==> config.mk <==
export PLATFORM = sky130hd
export DESIGN_NAME = ldst_sizer
export DESIGN_NICKNAME = d
export VERILOG_FILES = /design/src/rtl/ldst_sizer.sv
export SDC_FILE = /design/constraint.sdc
export NUM_CORES = 1
export LEC_CHECK = 0
export ABC_AREA = 0
export BUFFER_PORTS_ARGS = -buffer_cell sky130_fd_sc_hd__buf_2
export CORE_ASPECT_RATIO = 1.4
export CORE_UTILIZATION = 41
export DETAILED_ROUTE_END_ITERATION = 8
export PLACE_DENSITY = 0.91
export SYNTH_ARGS = -nofsm -noshare
export SYNTH_HDL_FRONTEND = slang
export SYNTH_SLANG_ARGS = --single-unit
export TNS_END_PERCENT = 20
==> constraint.sdc <==
create_clock -name vclk -period 4.95
set_clock_uncertainty 0.1 [all_clocks]
set_input_delay 0.99 -clock vclk [all_inputs]
set_output_delay 0.99 -clock vclk [all_outputs]
set_load 0.05 [all_outputs]
==> src/rtl/ldst_sizer.sv <==
module ldst_sizer (
  input  logic        is_store,
  input  logic [1:0]  size,
  input  logic        load_signed,
  input  logic [1:0]  addr_lo,
  input  logic [31:0] st_reg,
  input  logic [31:0] mem_rdata,
  output logic [3:0]  mem_be,
  output logic [31:0] mem_wdata,
  output logic [31:0] ld_result,
  output logic        misalign
);

  localparam logic [1:0] SZ_BYTE = 2'b00;
  localparam logic [1:0] SZ_HALF = 2'b01;
  localparam logic [1:0] SZ_WORD = 2'b10;

  logic [3:0]  lane_mask;
  logic [7:0]  pick_b;
  logic [15:0] pick_h;
  logic [31:0] ext;

  always_comb begin
    case (size)
      SZ_BYTE: misalign = 1'b0;
      SZ_HALF: misalign = addr_lo[0];
      SZ_WORD: misalign = |addr_lo;
      default: misalign = 1'b1;
    endcase
  end

  always_comb begin
    case (size)
      SZ_BYTE: lane_mask = 4'b0001 << addr_lo;
      SZ_HALF: lane_mask = 4'b0011 << addr_lo;
      SZ_WORD: lane_mask = 4'b1111;
      default: lane_mask = 4'b0000;
    endcase
  end

  assign mem_be = (is_store && !misalign) ? lane_mask : 4'b0000;

  always_comb begin
    case (size)
      SZ_BYTE: mem_wdata = {4{st_reg[7:0]}};
      SZ_HALF: mem_wdata = {2{st_reg[15:0]}};
      default: mem_wdata = st_reg;
    endcase
  end

  always_comb begin
    case (addr_lo)
      2'd0:    pick_b = mem_rdata[7:0];
      2'd1:    pick_b = mem_rdata[15:8];
      2'd2:    pick_b = mem_rdata[23:16];
      default: pick_b = mem_rdata[31:24];
    endcase
  end

  assign pick_h = addr_lo[1] ? mem_rdata[31:16] : mem_rdata[15:0];

  always_comb begin
    case (size)
      SZ_BYTE: ext = {{24{load_signed & pick_b[7]}}, pick_b};
      SZ_HALF: ext = {{16{load_signed & pick_h[15]}}, pick_h};
      default: ext = mem_rdata;
    endcase
  end

  assign ld_result = misalign ? 32'd0 : ext;

endmodule

======== Yosys cells after proc, flatten, opt, wreduce, memory -nomap -nowiden ========
Index checks and enable logic that the tools add are counted.
storage, ports and cells
  word-level logic and storage cells ...... 21
  output and inout bits ................... 69
  register bits ........................... 0
  bits of input ports ..................... 70
cells by class
  shift operators ......................... 2
  bitwise gates (word level) .............. 2
  multiplexer cells ....................... 8
  reductions and logical operators ........ 5
  eq/ne operators ......................... 4
operators by type and width
  operator               number
  $pmux W32 S2           2
  $mux W32               1
  $pmux W8 S3            1
  $mux W16               1
  $pmux W4 S3            1
  $eq A2 B1 Y1 const B   2
  $eq A2 B2 Y1 const B   2
  $logic_not A2 Y1       2
  $mux W4                1
  $shl A1 B2 Y4 const A  1
  $shl A2 B2 Y4 const A  1
  $pmux W1 S3            1
  $and A1 B1 Y1          2
  $reduce_or A2 Y1       1
  $logic_and A1 B1 Y1    1
  $logic_not A1 Y1       1

======== Logic depth before layout (Yosys ltp) ========
Gate-level depths: netlist (run 1).
  depth in word-level cells ............... 5
  gate-level depth with buffers ........... 7
  mapped depth without buffers ............ 4

======== Least setup slack after synthesis (run 1) ========
Ideal clock, no wire load.
  path kind ............................... input-to-output
  start ................................... input size[1]
  end ..................................... output mem_be[1]
  data required time ...................... 3.860 ns
  cell stages on the path ................. 4
  path buffers ............................ 2
  path slack .............................. 1.060 ns
  arrival ................................. 2.800 ns
  cells stage by stage .................... clkbuf_1 clkbuf_1 o21ai_0 nor3b_1
on the way
  word-level cells in the longest chain between the ends .. 5
  elaborated cells between the ends (all ways) .. 8
  those cells by class .................... eq/ne (2); mux (3); reduce/logical (3)
RTL lines
  item                                  RTL line  source
  start: declaration                    3         input logic [1:0] size,
  $eq A2 B2 Y1 (tied with other cells)  24, 33
  $pmux W1 S3                           24        case (size)
  $logic_not A1 Y1                      41        assign mem_be = (is_store && !misalign) ? lane_mask : 4'b0000;
  $logic_and A1 B1 Y1                   41
  $mux W4 (*)                           41
  end: declaration                      8         output logic [3:0] mem_be,
Every way passes the cells marked *; elsewhere a longest branch is shown, timed or not.

======== Worst setup path after layout (run 1) ========
  start ................................... input addr_lo[1]
  end ..................................... output ld_result[21]
on the way
  word-level cells in the longest chain between the ends .. 5
  elaborated cells between the ends (all ways) .. 11
  those cells by class .................... eq/ne (2); mux (5); bitwise (2); reduce/logical (2)
RTL lines
  item                                  RTL line  source
  start: declaration                    5         input logic [1:0] addr_lo,
  $eq A2 B2 Y1 (tied with other cells)  52        case (addr_lo)
  $pmux W8 S3                           52
  $and A1 B1 Y1                         64        SZ_BYTE: ext = {{24{load_signed & pick_b[7]}}, pick_b};
  $pmux W32 S2                          63        case (size)
  $mux W32 (*)                          70        assign ld_result = misalign ? 32'd0 : ext;
  end: declaration                      10        output logic [31:0] ld_result,
Marks and branches as above.

==> metrics, run 1 <==
Post-CTS Setup Repair Bufs=0; critical path, cell by cell=buf_2 -> mux2_2 -> a21o_1 -> o31ai_4 -> a21oi_1 -> buf_2; startpoint types=primary input; Power, Total=about 0.33 mW; sum of buffers and inverters on the critical path=2; die area=approximately 3600 sq um; num sequential=0; die width=between 50 and 60 um; Final HPWL DP=between 3000 and 4000 um; Top delay family on crit path=compound AO/OA/AOI/OAI gates; vias=between 2000 and 2500; I/O Pins=about 140; clock buffer count=0; Worst-Margin Slew=around 0.76 ns; Crit Path Class=in2out; Leak=around 1.2 nW; min cycle time layout=4.22 ns; number of global-route vias before repair=1795; Slew Limit Fails=0; CP peak stage delay=just under 0.7 ns; Port Buffers=139; fill cell count=330; # Max-Cap Violations=0; most frequent cells in the layout=buf_2 (139), nand2_1 (56), a21oi_1 (33); Post-Layout Cell Count=a little under 400; Final period util=roughly 85%; Synth cell types=28; synthesized area=between 1000 and 1500 sq um; Reg area=0 sq um; design area=around 2000 sq um; Worst path slowest cell=o31ai_4; worst hold path depth=2; syn_area_per_cell=around 5.7 sq um; Hold Buf Count CTS=0; relative slew slack=about half; Worst VDD drop=~110 uV; Final ANT Viol Nets=0; initial antenna violation count=0; Critical Path RT=between 3 and 4 ns; placed cell areas=1980 sq um; status=completed; drt total wl=between 5000 and 6000 um; Power per Cell Area=around 160 nW/um^2; Hold WC Path Type=in2out; gr ovfl total=0; via density per instance=between 5 and 6; hold endpoint=mem_wdata[7]; Core Region=approximately 3200 sq um; syn_nets=between 300 and 400; Placed Cells incl. Taps=394; commonest non-fill, non-tap cell in the layout=buf_2; DRT Pass-1 Iters=4; worst endpoint data arrival time=3.13 ns; Syn. warnings=0; RSZ-0062 raised after global routing=no; layout cells sized above 1=45.4%; max frequency=approximately 0.24 GHz; area growth from synthesis to layout=44.4%; total track usage=a little over a quarter; first-pass GRT wire length=7950 um; Setup Viol. Count Final=0; # DRC=0; Gate Count Post-Synth=around 240; Final Hold Viols=0; post-CTS sizing=0; drt wl/cell=between 10 and 15 um; initial DRC count=69; CP endpoint kind=primary output; Hold Crit Start=st_reg[7]; Placer Congestion=0.786; pin count of the biggest net entering global routing=48; FP Rows=24; n_diodes=0; starting density of the core=43.6%; Hold Worst Slack=between 2 and 2.5 ns; register area share after synthesis=0%; most frequent CP cell=buf_2; Layout Nets=about 430; Die H=70.5 um; worst-path maximum fanout=32; TNS Setup=0 ns
## power breakdown
group          switching, mW  leakage [nW]  total (mW)  internal (mW)
Clock                      0             0           0              0
Sequential                 0             0           0              0
Combinational          0.238          1.16       0.326         0.0881
Total                  0.238          1.16       0.326         0.0881
## layout make-up
type,count,area [sq um],share of cell area (%)
inverter,18,67.6,3.41
multi-input combinational,196,1160,58.3
tap,39,48.8,2.46
timing repair buffer,141,711,35.8
## routing by layer
metal / up-vias / routed length [um] / GRT usage [%]
li1: 1046 / - / -
met1: 917 / 2110 / 33.2
met2: 110 / 2640 / 51.8
met3: 2 / 389 / 2.18
met4: 0 / 12 / 0
met5: - / 0 / 0
## kinds of logic after synthesis
kind of cell | after synthesis | share of synthesized area, %
AOI/OAI and AO/OA | 73 | 32.4
xor gates and xnor gates | 1 | 0.638
buffers and inverters | 46 | 15.8
muxes | 26 | 20.4
and+or+nand+nor | 96 | 30.7
## per-stage QoR
step	setup slack [ns]	utilization, %
finish	0.730	62.9
global route	0.612	62.9
CTS	0.746	62.9
detailed placement	0.755	62.9
global placement	0.800	62.9
floorplan	1.06	-
## cell usage after synthesis
cell / number / area share (%)
buf_4: 8 / 4.4
a31oi_1: 9 / 4.1
o21ai_0: 11 / 4.0
nor3_1: 1 / 0.36
inv_1: 18 / 4.9
nor3_2: 1 / 0.73
buf_1: 5 / 1.4
nor2b_1: 9 / 4.1
nand3_1: 8 / 2.9
mux2_2: 16 / 13
clkbuf_1: 8 / 2.2
o22ai_1: 1 / 0.46
a22oi_1: 8 / 4.4
nor3b_2: 1 / 0.91
or2_1: 1 / 0.46
a21o_1: 8 / 4.4
a211oi_2: 1 / 0.91
mux2i_1: 10 / 7.3
and3_1: 1 / 0.46
a22o_1: 1 / 0.64
o31ai_4: 1 / 1.5
xor2_1: 1 / 0.64
buf_6: 1 / 0.82
nor2_1: 16 / 4.4
buf_2: 6 / 2.2
nand2_1: 56 / 15
nor3b_1: 2 / 1.1
a21oi_1: 33 / 12
## worst max path at each step
stage,startpoint,to,slack [ns],cells past startpoint
after detailed placement,addr_lo[1],ld_result[23],0.76,6
after global placement,addr_lo[1],ld_result[19],0.80,6
after global routing,addr_lo[1],ld_result[22],0.61,6
after floorplan,size[1],mem_be[1],1.06,4
after CTS,addr_lo[1],ld_result[17],0.75,6
final,addr_lo[1],ld_result[21],0.73,6
Power figures use the tool's default switching activity.
==> run 2, diff against run 1 <==
--- a/config.mk
+++ b/config.mk
@@ -10,6 +10,7 @@
 export CORE_ASPECT_RATIO = 1.4
 export CORE_UTILIZATION = 41
 export DETAILED_ROUTE_END_ITERATION = 8
+export MAX_ROUTING_LAYER = met4
 export PLACE_DENSITY = 0.91
 export SYNTH_ARGS = -nofsm -noshare
 export SYNTH_HDL_FRONTEND = slang
==> run 2 against run 1 <==
First-iteration DRC count is 17% higher. Sequential share of layout area did not move. Worst setup slack gained 0.0044 ns. Clock-buffer cell count stayed put. Global-route usage increased by 0.72 points.
==> metrics, run 2 (synthesis results as in run 1) <==
most frequent CP cell=buf_2; Clk pwr share=0% (unchanged); die area=3590 sq um (unchanged); RSZ-0062 raised after global routing=no; multi-input logic area=1160 sq um (unchanged); Final Hold Viols=0 (unchanged); Sw Ratio=73.0% (about the same); Worst path slowest cell=o31ai_4; FP Rows=24 (unchanged); startpoint types=primary input; num sequential=0 (unchanged); Final ANT Viol Nets=0 (unchanged); vias=2068 (-0.34%); TNS Setup=0 ns (unchanged); pin count of the biggest net entering global routing=48 (unchanged); relative slew slack=49.2% (+0.14 points); Crit Path Class=in2out; Hold Buf Count CTS=0 (unchanged); die width=50.9 um (unchanged); switching pwr=0.238 mW (about the same); Setup Viol. Count Final=0 (unchanged); Port Buffers=139 (unchanged); Hold WC Path Type=in2out; Int Power=0.0881 mW (about the same); # Max-Cap Violations=0 (unchanged); worst-path maximum fanout=32 (unchanged); gr ovfl total=0 (unchanged); Seq pwr share=0% (unchanged); number of global-route vias before repair=1795 (unchanged); Worst-Margin Slew=0.763 ns (-0.00207 ns); most frequent cells in the layout=buf_2 (139), nand2_1 (56), a21oi_1 (33); DRT Pass-1 Iters=4 (unchanged); drt wl/cell=13.1 um (+0.35%); Util after Layout=62.9% (unchanged); status=completed; Die H=70.5 um (unchanged); n_diodes=0 (unchanged); commonest non-fill, non-tap cell in the layout=buf_2; # DRC=0 (unchanged); Leak=1.16 nW (unchanged); via density per instance=5.25 (-0.34%); Placer Congestion=0.797 (+1.4%); Power per Cell Area=164 nW/um^2 (about the same); max frequency=0.237 GHz (+0.10%); Final period util=85.2% (-0.088 points); critical path, cell by cell=buf_2 -> mux2_2 -> a21o_1 -> o31ai_4 -> a21oi_1 -> buf_2; first-pass GRT wire length=7950 um (unchanged); Slew Limit Fails=0 (unchanged); layout cells sized above 1=45.4% (unchanged); I/O Pins=139 (unchanged); Layout Nets=427 (unchanged); CP peak stage delay=0.69 ns (about the same); Core Region=3150 sq um (unchanged); fill cell count=330 (unchanged); drt total wl=5180 um (+0.35%); sum of buffers and inverters on the critical path=2 (unchanged); area growth from synthesis to layout=44.4% (unchanged); Critical Path RT=3.86 ns (about the same); min cycle time layout=4.22 ns (-0.00435 ns); Top delay family on crit path=compound AO/OA/AOI/OAI gates; initial DRC count=81 (+17%); starting density of the core=43.6% (unchanged); Worst VDD drop=114 uV (about the same); worst endpoint data arrival time=3.13 ns (about the same); Post-CTS Setup Repair Bufs=0 (unchanged); Final HPWL DP=3980 um (unchanged); post-CTS sizing=0 (unchanged); initial antenna violation count=0 (unchanged); total track usage=27.7% (+0.72 points); Reg area=0 sq um (unchanged); CP endpoint kind=primary output; combinational share of power=100.0% (about the same); clock buffer count=0 (unchanged)
## run 2: cell counts in the layout (fill, tap and decap cells not counted)
Identical to the previous run, type by type.
## run 2: final timing paths
path  cells after the start  startpoint       endpoint
max                       6  addr_lo[1]  ld_result[21]
min                       2   st_reg[6]   mem_wdata[6]
## run 2: layout make-up
class,instances,area share [%]
inverters,18,3.41
multi-input cells,196,58.3
well taps,39,2.46
repair buffers,141,35.8
## run 2: metal layers
metal / up-vias / wire length (um) / track usage, %
met1: 907 / 2150 / 34.0
met4: 0 / 12 / 0
li1: 1048 / - / -
met2: 111 / 2640 / 51.8
met3: 2 / 366 / 0.871
met5: - / 0 / -
## run 2: power by group through the flow
| stage | Combinational [mW] | Clock, mW | Sequential (mW) |
|---|---|---|---|
| floorplan | 0.245 | 0 | 0 |
| global placement | 0.322 | 0 | 0 |
| detailed placement | 0.325 | 0 | 0 |
| CTS | 0.326 | 0 | 0 |
| global route | 0.344 | 0 | 0 |
| finish | 0.326 | 0 | 0 |
## run 2: metrics by stage
stage | setup slack (ns) | hold slack, ns | power (mW) | cells | cell area, sq um
after floorplan | 1.06 | 2.05 | 0.245 | 242 | 1370
after global placement | 0.800 | 2.20 | 0.322 | 394 | 1980
after CTS | 0.746 | 2.20 | 0.326 | 394 | 1980
after detailed placement | 0.755 | 2.20 | 0.325 | 394 | 1980
after global routing | 0.612 | 2.21 | 0.344 | 394 | 1980
final | 0.734 | 2.21 | 0.326 | 394 | 1980
==> run 3, diff against run 2 <==
--- a/config.mk
+++ b/config.mk
@@ -5,13 +5,13 @@
 export SDC_FILE = /design/constraint.sdc
 export NUM_CORES = 1
 export LEC_CHECK = 0
-export ABC_AREA = 0
+export ABC_AREA = 1
 export BUFFER_PORTS_ARGS = -buffer_cell sky130_fd_sc_hd__buf_2
 export CORE_ASPECT_RATIO = 1.4
-export CORE_UTILIZATION = 41
+export CORE_UTILIZATION = 38
 export DETAILED_ROUTE_END_ITERATION = 8
 export MAX_ROUTING_LAYER = met4
-export PLACE_DENSITY = 0.91
+export PLACE_DENSITY = 0.86
 export SYNTH_ARGS = -nofsm -noshare
 export SYNTH_HDL_FRONTEND = slang
 export SYNTH_SLANG_ARGS = --single-unit
==> constraint.sdc (replaced) <==
create_clock -name vclk -period 3.98
set_clock_uncertainty 0.1 [all_clocks]
set_input_delay 0.796 -clock vclk [all_inputs]
set_output_delay 0.796 -clock vclk [all_outputs]
set_load 0.05 [all_outputs]
==> run 3 against run 2 <==
First-iteration DRC count rose by 33%. Largest power group unchanged. Critical path depth rose by 2. Cell area fell by 2.2%. Highest routed layer unchanged. Synthesized area fell by 1.9%. Clock-buffer cell count did not move. Worst setup slack got worse by 0.35 ns.
==> metrics, run 3 <==
status=completed; Power per Cell Area=221 nW/um^2 (+34%); startpoint types=primary input; Gate Count Post-Synth=286 (+18%); initial DRC count=108 (+33%); # Max-Cap Violations=0 (unchanged); Worst-Margin Slew=0.571 ns (-0.192 ns); Hold Crit Start=st_reg[0]; Critical Path RT=3.08 ns (-0.78 ns); TNS Setup=0 ns (unchanged); Core Region=3380 sq um (+7.1%); CP endpoint kind=primary output; num sequential=0 (unchanged); Worst VDD drop=177 uV (+56%); Setup Viol. Count Final=0 (unchanged); max frequency=0.278 GHz; Die H=72.5 um (+2.8%); initial antenna violation count=0 (unchanged); drt total wl=5480 um (+5.9%); Final Hold Viols=0 (unchanged); syn_nets=356 (+14%); Hold WC Path Type=in2out; Port Buffers=139 (unchanged); most frequently used cell type in the post-synthesis netlist=nand2_1; first-pass GRT wire length=8220 um (+3.4%); DRT Pass-1 Iters=4 (unchanged); Placer Congestion=0.987 (+24%); Layout Nets=474 (+11%); post-CTS sizing=0 (unchanged); I/O Pins=139 (unchanged); vias=2286 (+11%); Synth top area share=29.8% (+15 points); gr ovfl total=0 (unchanged); via density per instance=5.17 (-1.5%); simple-gate portion of the synthesized area=53.5% (+23 points); # DRC=0 (unchanged); adder-cell share of the synthesized area=0% (unchanged); Slew Limit Fails=0 (unchanged); cell taking the most area after synthesis=nand2_1; design area=1940 sq um (-2.2%); Post-CTS Setup Repair Bufs=0 (unchanged); Util after Layout=57.4% (-5.5 points); relative slew slack=61.9% (+13 points); total track usage=27.7% (-0.033 points); commonest non-fill, non-tap cell in the layout=buf_2; Synth cell types=23 (-18%); area growth from synthesis to layout=43.9%; RSZ-0062 raised after global routing=no; placed cell areas=1940 sq um (-2.2%); starting density of the core=39.9% (-3.7 points); worst endpoint data arrival time=2.70 ns (-0.43 ns); Reg area=0 sq um (unchanged); Final HPWL DP=4170 um (+4.9%); drt wl/cell=12.4 um (-5.6%); mux cell area share after synthesis=0% (-20 points); fill cell count=373 (+13%); n_diodes=0 (unchanged); min cycle time layout=3.60 ns; syn_area_per_cell=4.71 sq um (-17%); number of global-route vias before repair=1952 (+8.7%); FP Rows=25 (+4.2%); layout cells sized above 1=38.1% (-7.3 points); Hold Buf Count CTS=0 (unchanged); clock buffer count=0 (unchanged); Compound-Gate Fraction of Synth Area=26.8% (-5.6 points); XOR/XNOR Fraction of Synth Area=0% (-0.64 points); Post-synth top cells=nand2_1 (107), nor2_1 (47), a21oi_1 (21); synth top area cells=nand2_1 (30%), nor2_1 (13%), o211ai_1 (8.4%); synthesized area=1350 sq um (-1.9%); die area=3790 sq um (+5.6%); hold endpoint=mem_wdata[0]; Leak=1.26 nW (+8.7%); pin count of the biggest net entering global routing=30 (-38%); most frequent cells in the layout=buf_2 (139), nand2_1 (107), nor2_1 (47); Crit Path Class=in2out; worst hold path depth=2 (unchanged); Syn. warnings=0 (unchanged); worst setup margin=0.383 ns (-0.351 ns); Setup WS pre-CTS=0.451 ns (-0.304 ns); largest family of logic cells by synthesized area=simple AND/OR/NAND/NOR gates; register area share after synthesis=0% (unchanged); die width=52.3 um (+2.8%); Final period util=90.4%; Final ANT Viol Nets=0 (unchanged); worst-path maximum fanout=29 (-9.4%)
-- run 3: logic make-up (layout without fill, tap and decap cells) --
kind of cell | after synthesis | in the layout
AND/OR/NAND/NOR | 175 | 175
AO/OA/AOI/OAI | 61 | 61
buffers and inverters | 50 | 166
-- run 3: stage by stage --
stage                     total power [mW]  cells  hold slack (ns)
final                                0.429    442             1.81
after global routing                 0.456    442             1.82
after CTS                            0.427    442             1.81
after detailed placement             0.426    442             1.81
after global placement               0.424    442             1.80
after floorplan                      0.324    286             1.66
-- run 3: layout make-up --
cell class,instances,area [sq um],share of cell area (%)
inverters,25,96.3,4.97
multi-input cells,236,1080,55.8
well taps,40,50.0,2.58
repair buffers,141,711,36.6
-- run 3: worst max-delay path, cell delays in order --
cell	delay, ns
buf_2	0.32
inv_4	0.21
nand2_1	0.13
nor2_1	0.06
o21ai_2	0.47
inv_2	0.22
a31oi_1	0.20
buf_2	0.29
-- run 3: report_power, final --
group	internal [mW]	switching, mW
Combinational	0.103	0.326
Sequential	0	0
Clock	0	0
-- run 3: worst max path at each step --
stage                 start            end  slack (ns)  cells after the start
floorplan           size[1]  mem_wdata[10]        0.45                      7
global placement    size[1]      mem_be[2]        0.50                      8
detailed placement  size[1]   ld_result[4]        0.45                      8
CTS                 size[1]   ld_result[6]        0.45                      8
global route        size[1]      mem_be[2]        0.26                      8
finish              size[1]   ld_result[6]        0.38                      8
-- run 3: layer usage --
metal	global-route usage (%)	vias up	wire length (um)	share of wire (%)
met3	0.839	7	517	9.4
met2	50.5	160	2750	50
met1	33.1	976	2140	39
met5	-	-	0	0
met4	4.97	0	72	1.3
li1	-	1143	-	-
